--- src/rtl/iso_clk_pkg.sv ---
package iso_clk_pkg;
    localparam int FIELD_W = 3;
    localparam int MODE_W  = 4 * FIELD_W;

    typedef enum logic [1:0] {
        IN_BRG    = 2'd0,
        IN_EXT_TX = 2'd1,
        IN_EXT_RX = 2'd2
    } in_src_e;

    typedef enum logic [FIELD_W-1:0] {
        OUT_OFF    = 3'd0,
        OUT_BRG_RX = 3'd1,
        OUT_BRG_TX = 3'd2,
        OUT_EXT_TX = 3'd3,
        OUT_EXT_RX = 3'd4
    } out_src_e;

    typedef struct packed {
        logic ext_rx;
        logic ext_tx;
        logic brg_tx;
        logic brg_rx;
    } src_vec_t;

    function automatic in_src_e decode_in(input logic [FIELD_W-1:0] code);
        case (code)
            FIELD_W'(1): return IN_EXT_TX;
            FIELD_W'(2): return IN_EXT_RX;
            default:     return IN_BRG;
        endcase
    endfunction

    function automatic out_src_e decode_out(input logic [FIELD_W-1:0] code);
        case (code)
            FIELD_W'(1): return OUT_BRG_RX;
            FIELD_W'(2): return OUT_BRG_TX;
            FIELD_W'(3): return OUT_EXT_TX;
            FIELD_W'(4): return OUT_EXT_RX;
            default:     return OUT_OFF;
        endcase
    endfunction

    function automatic logic out_level(input out_src_e s, input src_vec_t v);
        case (s)
            OUT_BRG_RX: return v.brg_rx;
            OUT_BRG_TX: return v.brg_tx;
            OUT_EXT_TX: return v.ext_tx;
            OUT_EXT_RX: return v.ext_rx;
            default:    return 1'b0;
        endcase
    endfunction
endpackage

--- src/rtl/iso_edge_sync.sv ---
module iso_edge_sync #(
    parameter int SYNC_STAGES = 2
) (
    input  logic clk,
    input  logic rst_n,
    input  logic raw_in,
    output logic level_o,
    output logic tick_o
);
    typedef struct packed {
        logic [SYNC_STAGES-1:0] chain;
        logic                   prev;
    } st_t;

    st_t s_d, s_q;

    always_comb begin
        s_d       = s_q;
        s_d.chain = {s_q.chain[SYNC_STAGES-2:0], raw_in};
        s_d.prev  = s_q.chain[SYNC_STAGES-1];
    end

    always_ff @(posedge clk or negedge rst_n) begin
        if (!rst_n) s_q <= '0;
        else        s_q <= s_d;
    end

    assign level_o = s_q.chain[SYNC_STAGES-1];
    // rising edge of the synchronised level, one cycle wide
    assign tick_o  = s_q.chain[SYNC_STAGES-1] & ~s_q.prev;
endmodule

--- src/rtl/iso_tick_sel.sv ---
module iso_tick_sel
    import iso_clk_pkg::*;
(
    input  logic               clk,
    input  logic               rst_n,
    input  logic [FIELD_W-1:0] code,
    input  logic               brg_tick,
    input  logic               ext_tx_tick,
    input  logic               ext_rx_tick,
    output logic               tick_o
);
    typedef struct packed {
        logic tick;
    } st_t;

    st_t     s_d, s_q;
    in_src_e src;

    always_comb begin
        src = decode_in(code);
        s_d = s_q;
        case (src)
            IN_EXT_TX: s_d.tick = ext_tx_tick;
            IN_EXT_RX: s_d.tick = ext_rx_tick;
            default:   s_d.tick = brg_tick;
        endcase
    end

    always_ff @(posedge clk or negedge rst_n) begin
        if (!rst_n) s_q <= '0;
        else        s_q <= s_d;
    end

    assign tick_o = s_q.tick;
endmodule

--- src/rtl/iso_timing_out.sv ---
module iso_timing_out
    import iso_clk_pkg::*;
(
    input  logic               clk,
    input  logic               rst_n,
    input  logic [FIELD_W-1:0] code,
    input  src_vec_t           src_lvl,
    input  logic               stop_i,
    output logic               out_o,
    output logic [FIELD_W-1:0] sel_o,
    output logic               gate_o
);
    typedef struct packed {
        out_src_e sel;
        logic     gate;
        logic     out;
    } st_t;

    st_t      s_d, s_q;
    out_src_e req;
    logic     safe;

    always_comb begin
        req  = decode_out(code);
        // a boundary where neither the output nor the requested source is high
        safe = !s_q.out && !out_level(req, src_lvl);
        s_d  = s_q;
        if (safe) begin
            s_d.sel  = req;
            s_d.gate = stop_i;
        end
        s_d.out = !s_d.gate && out_level(s_d.sel, src_lvl);
    end

    always_ff @(posedge clk or negedge rst_n) begin
        if (!rst_n) s_q <= '0;
        else        s_q <= s_d;
    end

    assign out_o  = s_q.out;
    assign sel_o  = s_q.sel;
    assign gate_o = s_q.gate;
endmodule

--- src/rtl/iso_clk_router.sv ---
module iso_clk_router
    import iso_clk_pkg::*;
#(
    parameter int SYNC_STAGES = 2
) (
    input  logic              clk,
    input  logic              rst_n,
    input  logic [MODE_W-1:0] clk_mode,
    input  logic              brg_tx_tick,
    input  logic              brg_rx_tick,
    input  logic              dce_txc_in,
    input  logic              dce_rxc_in,
    input  logic              iso_stop_en,
    input  logic              rx_stop_req,
    output logic              tx_bit_tick,
    output logic              rx_bit_tick,
    output logic              timing_out_a,
    output logic              timing_out_b
);
    localparam int NUM_EXT = 2;
    localparam int NUM_DIR = 2;
    localparam int NUM_OUT = 2;
    localparam int OUT_LSB = NUM_DIR * FIELD_W;

    typedef struct packed {
        logic tx_lvl;
        logic rx_lvl;
    } brg_t;

    brg_t brg_d, brg_q;

    always_comb begin
        brg_d        = brg_q;
        brg_d.tx_lvl = brg_q.tx_lvl ^ brg_tx_tick;
        brg_d.rx_lvl = brg_q.rx_lvl ^ brg_rx_tick;
    end

    always_ff @(posedge clk or negedge rst_n) begin
        if (!rst_n) brg_q <= '0;
        else        brg_q <= brg_d;
    end

    // index 0: transmitter-timing lead, index 1: receiver-timing lead
    logic [NUM_EXT-1:0] ext_raw, ext_lvl, ext_tick;
    assign ext_raw = {dce_rxc_in, dce_txc_in};

    for (genvar g = 0; g < NUM_EXT; g++) begin : g_ext
        iso_edge_sync #(.SYNC_STAGES(SYNC_STAGES)) u_sync (
            .clk     (clk),
            .rst_n   (rst_n),
            .raw_in  (ext_raw[g]),
            .level_o (ext_lvl[g]),
            .tick_o  (ext_tick[g])
        );
    end

    // index 0: transmit direction, index 1: receive direction
    logic [NUM_DIR-1:0] brg_ticks, dir_tick;
    assign brg_ticks = {brg_rx_tick, brg_tx_tick};

    for (genvar g = 0; g < NUM_DIR; g++) begin : g_dir
        iso_tick_sel u_sel (
            .clk         (clk),
            .rst_n       (rst_n),
            .code        (clk_mode[g*FIELD_W +: FIELD_W]),
            .brg_tick    (brg_ticks[g]),
            .ext_tx_tick (ext_tick[0]),
            .ext_rx_tick (ext_tick[1]),
            .tick_o      (dir_tick[g])
        );
    end

    src_vec_t src_lvl;
    logic     any_driven;
    logic     stop_eff;

    always_comb begin
        src_lvl.brg_rx = brg_q.rx_lvl;
        src_lvl.brg_tx = brg_q.tx_lvl;
        src_lvl.ext_tx = ext_lvl[0];
        src_lvl.ext_rx = ext_lvl[1];
        any_driven = 1'b0;
        for (int i = 0; i < NUM_OUT; i++) begin
            if (decode_out(clk_mode[OUT_LSB + i*FIELD_W +: FIELD_W]) != OUT_OFF)
                any_driven = 1'b1;
        end
        stop_eff = iso_stop_en && rx_stop_req && any_driven;
    end

    logic [NUM_OUT-1:0]              tout, tgate;
    logic [NUM_OUT-1:0][FIELD_W-1:0] tsel;

    for (genvar g = 0; g < NUM_OUT; g++) begin : g_out
        iso_timing_out u_out (
            .clk     (clk),
            .rst_n   (rst_n),
            .code    (clk_mode[OUT_LSB + g*FIELD_W +: FIELD_W]),
            .src_lvl (src_lvl),
            .stop_i  (stop_eff),
            .out_o   (tout[g]),
            .sel_o   (tsel[g]),
            .gate_o  (tgate[g])
        );
    end

    assign tx_bit_tick  = dir_tick[0];
    assign rx_bit_tick  = dir_tick[1];
    assign timing_out_a = tout[0];
    assign timing_out_b = tout[1];
endmodule

--- config.mk ---
export PLATFORM = sky130hd
export DESIGN_NAME = iso_clk_router
export DESIGN_NICKNAME = d
export VERILOG_FILES = /design/src/rtl/iso_clk_pkg.sv /design/src/rtl/iso_edge_sync.sv /design/src/rtl/iso_tick_sel.sv /design/src/rtl/iso_timing_out.sv /design/src/rtl/iso_clk_router.sv
export SDC_FILE = /design/constraint.sdc
export NUM_CORES = 1
export LEC_CHECK = 0
export ABC_AREA = 0
export ABC_CLOCK_PERIOD_IN_PS = 1800
export BUFFER_PORTS_ARGS = -buffer_cell sky130_fd_sc_hd__buf_2
export CORE_MARGIN = 1
export CORE_UTILIZATION = 35
export CTS_CLUSTER_SIZE = 28
export DETAILED_ROUTE_END_ITERATION = 8
export PLACE_DENSITY_LB_ADDON = 0.3
export SKIP_CTS_REPAIR_TIMING = 1
export SLEW_MARGIN = 20
export SYNTH_ARGS = -nofsm -noshare
export SYNTH_HDL_FRONTEND = slang
export SYNTH_SLANG_ARGS = --single-unit
--- constraint.sdc ---
create_clock -name clk -period 1.8 [get_ports clk]
set_input_delay 0.54 -clock clk [delete_from_list [all_inputs] [get_ports clk]]
set_output_delay 0.54 -clock clk [all_outputs]
set_load 0.05 [all_outputs]
==> impl_metrics.csv <==
group,metric,value,unit
yosys,netlist.area_leader.share,0.456,
final_layout,regArea,502,µm²
clock_tree,root_buffer,"clkbuf_4",
worst_setup_path,worstPathMaxFanout,5,
placed_design,portBuffers,23,
worst_setup_path,arrival,1.99,ns
drt,drt-initial-drc-count,35,
clock_tree,htreeDepth,1,
clock_tree,cts_tree,"built",
sta,holdWs,0.173,ns
drt,wl_per_cell,12.7,µm
yosys,syn_inst,106,
sta,report.final.slew_viol_count,0,
drt,ant_nets,0,
pwr,internal_power,973,µW
worst_setup_path,critPathCaptureType,"flip-flop",
global_route,grt_max_degree,21,
floorplanning,dieArea,3360,µm²
pwr,ir_worst_vdd,0.570,mV
pwr,combPwrFrac,0.448,
sta,slew_headroom,0.713,
global_route,grt_antenna_before_repair,0,
drt,drtPass1Iterations,6,
clock_tree,path_clk_slew,0.10,ns
worst_setup_path,r2r_cells,7,
sta,rsz0062_at_grt,"yes",
drt,wl_met3,101,µm
placed_design,dpl.cell_count,176,
placed_design,hpwl,1.83,mm
pwr,p_seq_frac,0.421,
yosys,syn_avg_cell_area,10.4,µm²
final_layout,area_growth,33.9,%
sta,finalCritPeriodShare,1.00,
yosys,synth.net_count,130,
pwr,power_leakage,0.738,nW
yosys,ys_types,41,
sta,clock_skew,0.00130,ns
final_layout,layout.cells.non_filler,182,
worst_setup_path,path_cells,"buf_4, nand3b_1, a21o_1, o211ai_2, mux2i_2, mux2_4, a32o_1",
placed_design,post-place-ws,-0.391,ns
sta,period_needed,1.81,ns
yosys,ys_top_cells_by_area,"dfrtp_1 (46%), ha_1 (4.6%), inv_1 (4.1%), nor2b_1 (2.9%), mux2_4 (2.7%)",
floorplanning,die_y,58.0,µm
worst_setup_path,reg2reg_slack,0.01,ns
global_route,grt_pass1_vias,924,
yosys,ys_warn_count,0,
final_layout,diodes,0,
floorplanning,start_util,0.385,
final_layout,final_core_util,0.515,
worst_setup_path,cpMaxStageDelayCell,"mux2_4",
yosys,synth_edf_count,0,
run_status,violations,"DRC, setup timing",
clock_tree,clock_latency,0.29,ns
drt,top_layer_used,"met4",
final_layout,num-fill-cells,272,
sta,hold_viol,0,
sta,fmax,554,MHz
drt,wirelength,2.32,mm
floorplanning,num_rows,19,
global_route,grt_use_total,0.149,
final_layout,final_nets,177,
drt,met1_length,1.02,mm
pwr,sw_frac_of_total,0.360,
worst_setup_path,cp-start-kind,"primary input",
yosys,yosysTopAreaCell,"dfrtp_1",
worst_setup_path,worstReg2RegEnd,"g_out[0].u_out.out_o",
worst_setup_path,critical_path_class,"in2reg",
final_layout,multi_input_area,601,µm²
yosys,yosys_register_bits,20,
clock_tree,clock_sinks,20,
floorplanning,core,2850,µm²
drt,drc,1,
yosys,synthFlopType,"dfrtp_1",
yosys,ys_seq_area_frac,0.456,
sta,setup_ws,-0.00622,ns
global_route,overflow,0,
floorplanning,die_width,58.0,µm
drt,met2_wirelength,1.15,mm
drt,dr_total_vias,944,
pwr,power.switching,548,µW
yosys,synth_area,1100,µm²
worst_setup_path,cpLargestDelayFamily,"multiplexers",
clock_tree,cts_max_path_buffers,2,
worst_setup_path,slowest_delay,0.32,ns
yosys,async_flop_share,1.00,
pwr,power_density,1040,nW/µm²
clock_tree,cts_buffers,3,
sta,tightest_slew,0.430,ns
placed_design,gp_congestion,0.909,
pwr,total_power,1.52,mW
hold_path,min_path_type,"in2async",
worst_setup_path,cp_data_required_time,1.98,ns
floorplanning,num_io_pins,24,
worst_setup_path,r2r_start,"brg_q[1]",
sta,finalSetupViolations,1,
worst_setup_path,critical_path_buf_inv_count,1,
global_route,grt_first_pass_wirelength,3.77,mm
job,max_cap_violations,0,
run_status,run_status,"finished, violations left",
final_layout,drive_gt1_frac,0.430,
drt,vias_per_cell,5.19,
pwr,p_clk_frac,0.131,
==> layer usage <==
metal	vias to the layer above	GRT usage
li1	463	-
met4	0	0.0918
met1	450	0.178
met5	-	0
met3	4	0.0335
met2	27	0.243
==> cell type report <==
class,instances,area share
Inverter,12,0.0307
Timing Repair Buffer,42,0.177
Multi-Input combinational cell,74,0.409
Sequential cell,20,0.342
Clock buffer,3,0.0153
Tap cell,31,0.0264
==> power by group through the flow <==
stage | clock (mW) | sequential, mW | combinational [mW]
floorplan | 0 | 0.698 | 0.305
global placement | 0 | 0.641 | 0.585
detailed placement | 0 | 0.642 | 0.603
CTS | 0.207 | 0.632 | 0.606
global route | 0.230 | 0.651 | 0.742
finish | 0.200 | 0.640 | 0.681
==> worst max-delay path by stage <==
stage	start	endpoint	slack, ns	depth (start not counted)
after floorplan	clk_mode[6]	g_out[0].u_out.out_o	-0.18	6
final	clk_mode[6]	g_out[0].u_out.out_o	-0.006	7
after CTS	clk_mode[6]	g_out[0].u_out.out_o	-0.08	7
after global routing	brg_q[0]	g_out[0].u_out.out_o	-0.03	6
after detailed placement	clk_mode[6]	g_out[0].u_out.out_o	-0.39	7
after global placement	clk_mode[6]	g_out[0].u_out.out_o	-0.26	7
==> cells by family (layout without fill, tap and decap cells) <==
logic type	after synthesis	after routing	synth area share
fa+ha+maj	4	4	0.0456
buf+inv	12	57	0.0410
flops	20	20	0.456
xor+xnor	3	3	0.0239
compound gates	24	24	0.173
simple gates	36	36	0.184
mux	7	7	0.0764
==> stage by stage <==
step / TNS [ns] / instance area, µm²
final: -0.00622 / 1470
after global routing: -0.0568 / 1470
after CTS: -0.0788 / 1410
after detailed placement: -0.642 / 1380
after global placement: -0.447 / 1380
after floorplan: -0.179 / 1110
==> cells in the final DEF, fill, tap and decap left out, types with 2 or more instances in the layout <==
| master | n |
|---|---|
| a22oi_1 | 2 |
| inv_1 | 12 |
| nand3b_1 | 2 |
| buf_4 | 20 |
| nand2_1 | 8 |
| ha_1 | 4 |
| dfrtp_1 | 19 |
| a21o_1 | 2 |
| nor3b_1 | 3 |
| mux2_2 | 2 |
| xor2_1 | 2 |
| nor2b_1 | 5 |
| a21oi_2 | 2 |
| mux2_4 | 3 |
| nor2_1 | 8 |
| buf_2 | 22 |
| o21ai_0 | 4 |
| clkbuf_4 | 3 |
==> cell usage after synthesis, types with 2 or more instances <==
cell      number
xor2_1         2
a21o_1         2
ha_1           4
o21ai_0        4
nand2_1        8
nor3b_1        3
nor2_1         8
a31oi_1        2
dfrtp_1       20
a22oi_1        2
a21oi_1        2
mux2i_1        2
nor2b_1        5
inv_1         12
mux2_2         2
mux2_4         2
nand3b_1       2
==> registers in the layout, indices dropped and copies added, names as in the netlist <==
register,cells
g_ext.u_sync.s_d,2
g_out.u_out.sel_o,6
g_ext.u_sync.level_o,2
g_ext.u_sync.s_q,2
g_out.u_out.gate_o,2
g_dir.u_sel.tick_o,2
brg_q,2
g_out.u_out.out_o,2
Note: power is estimated with default switching activity, not from simulation.
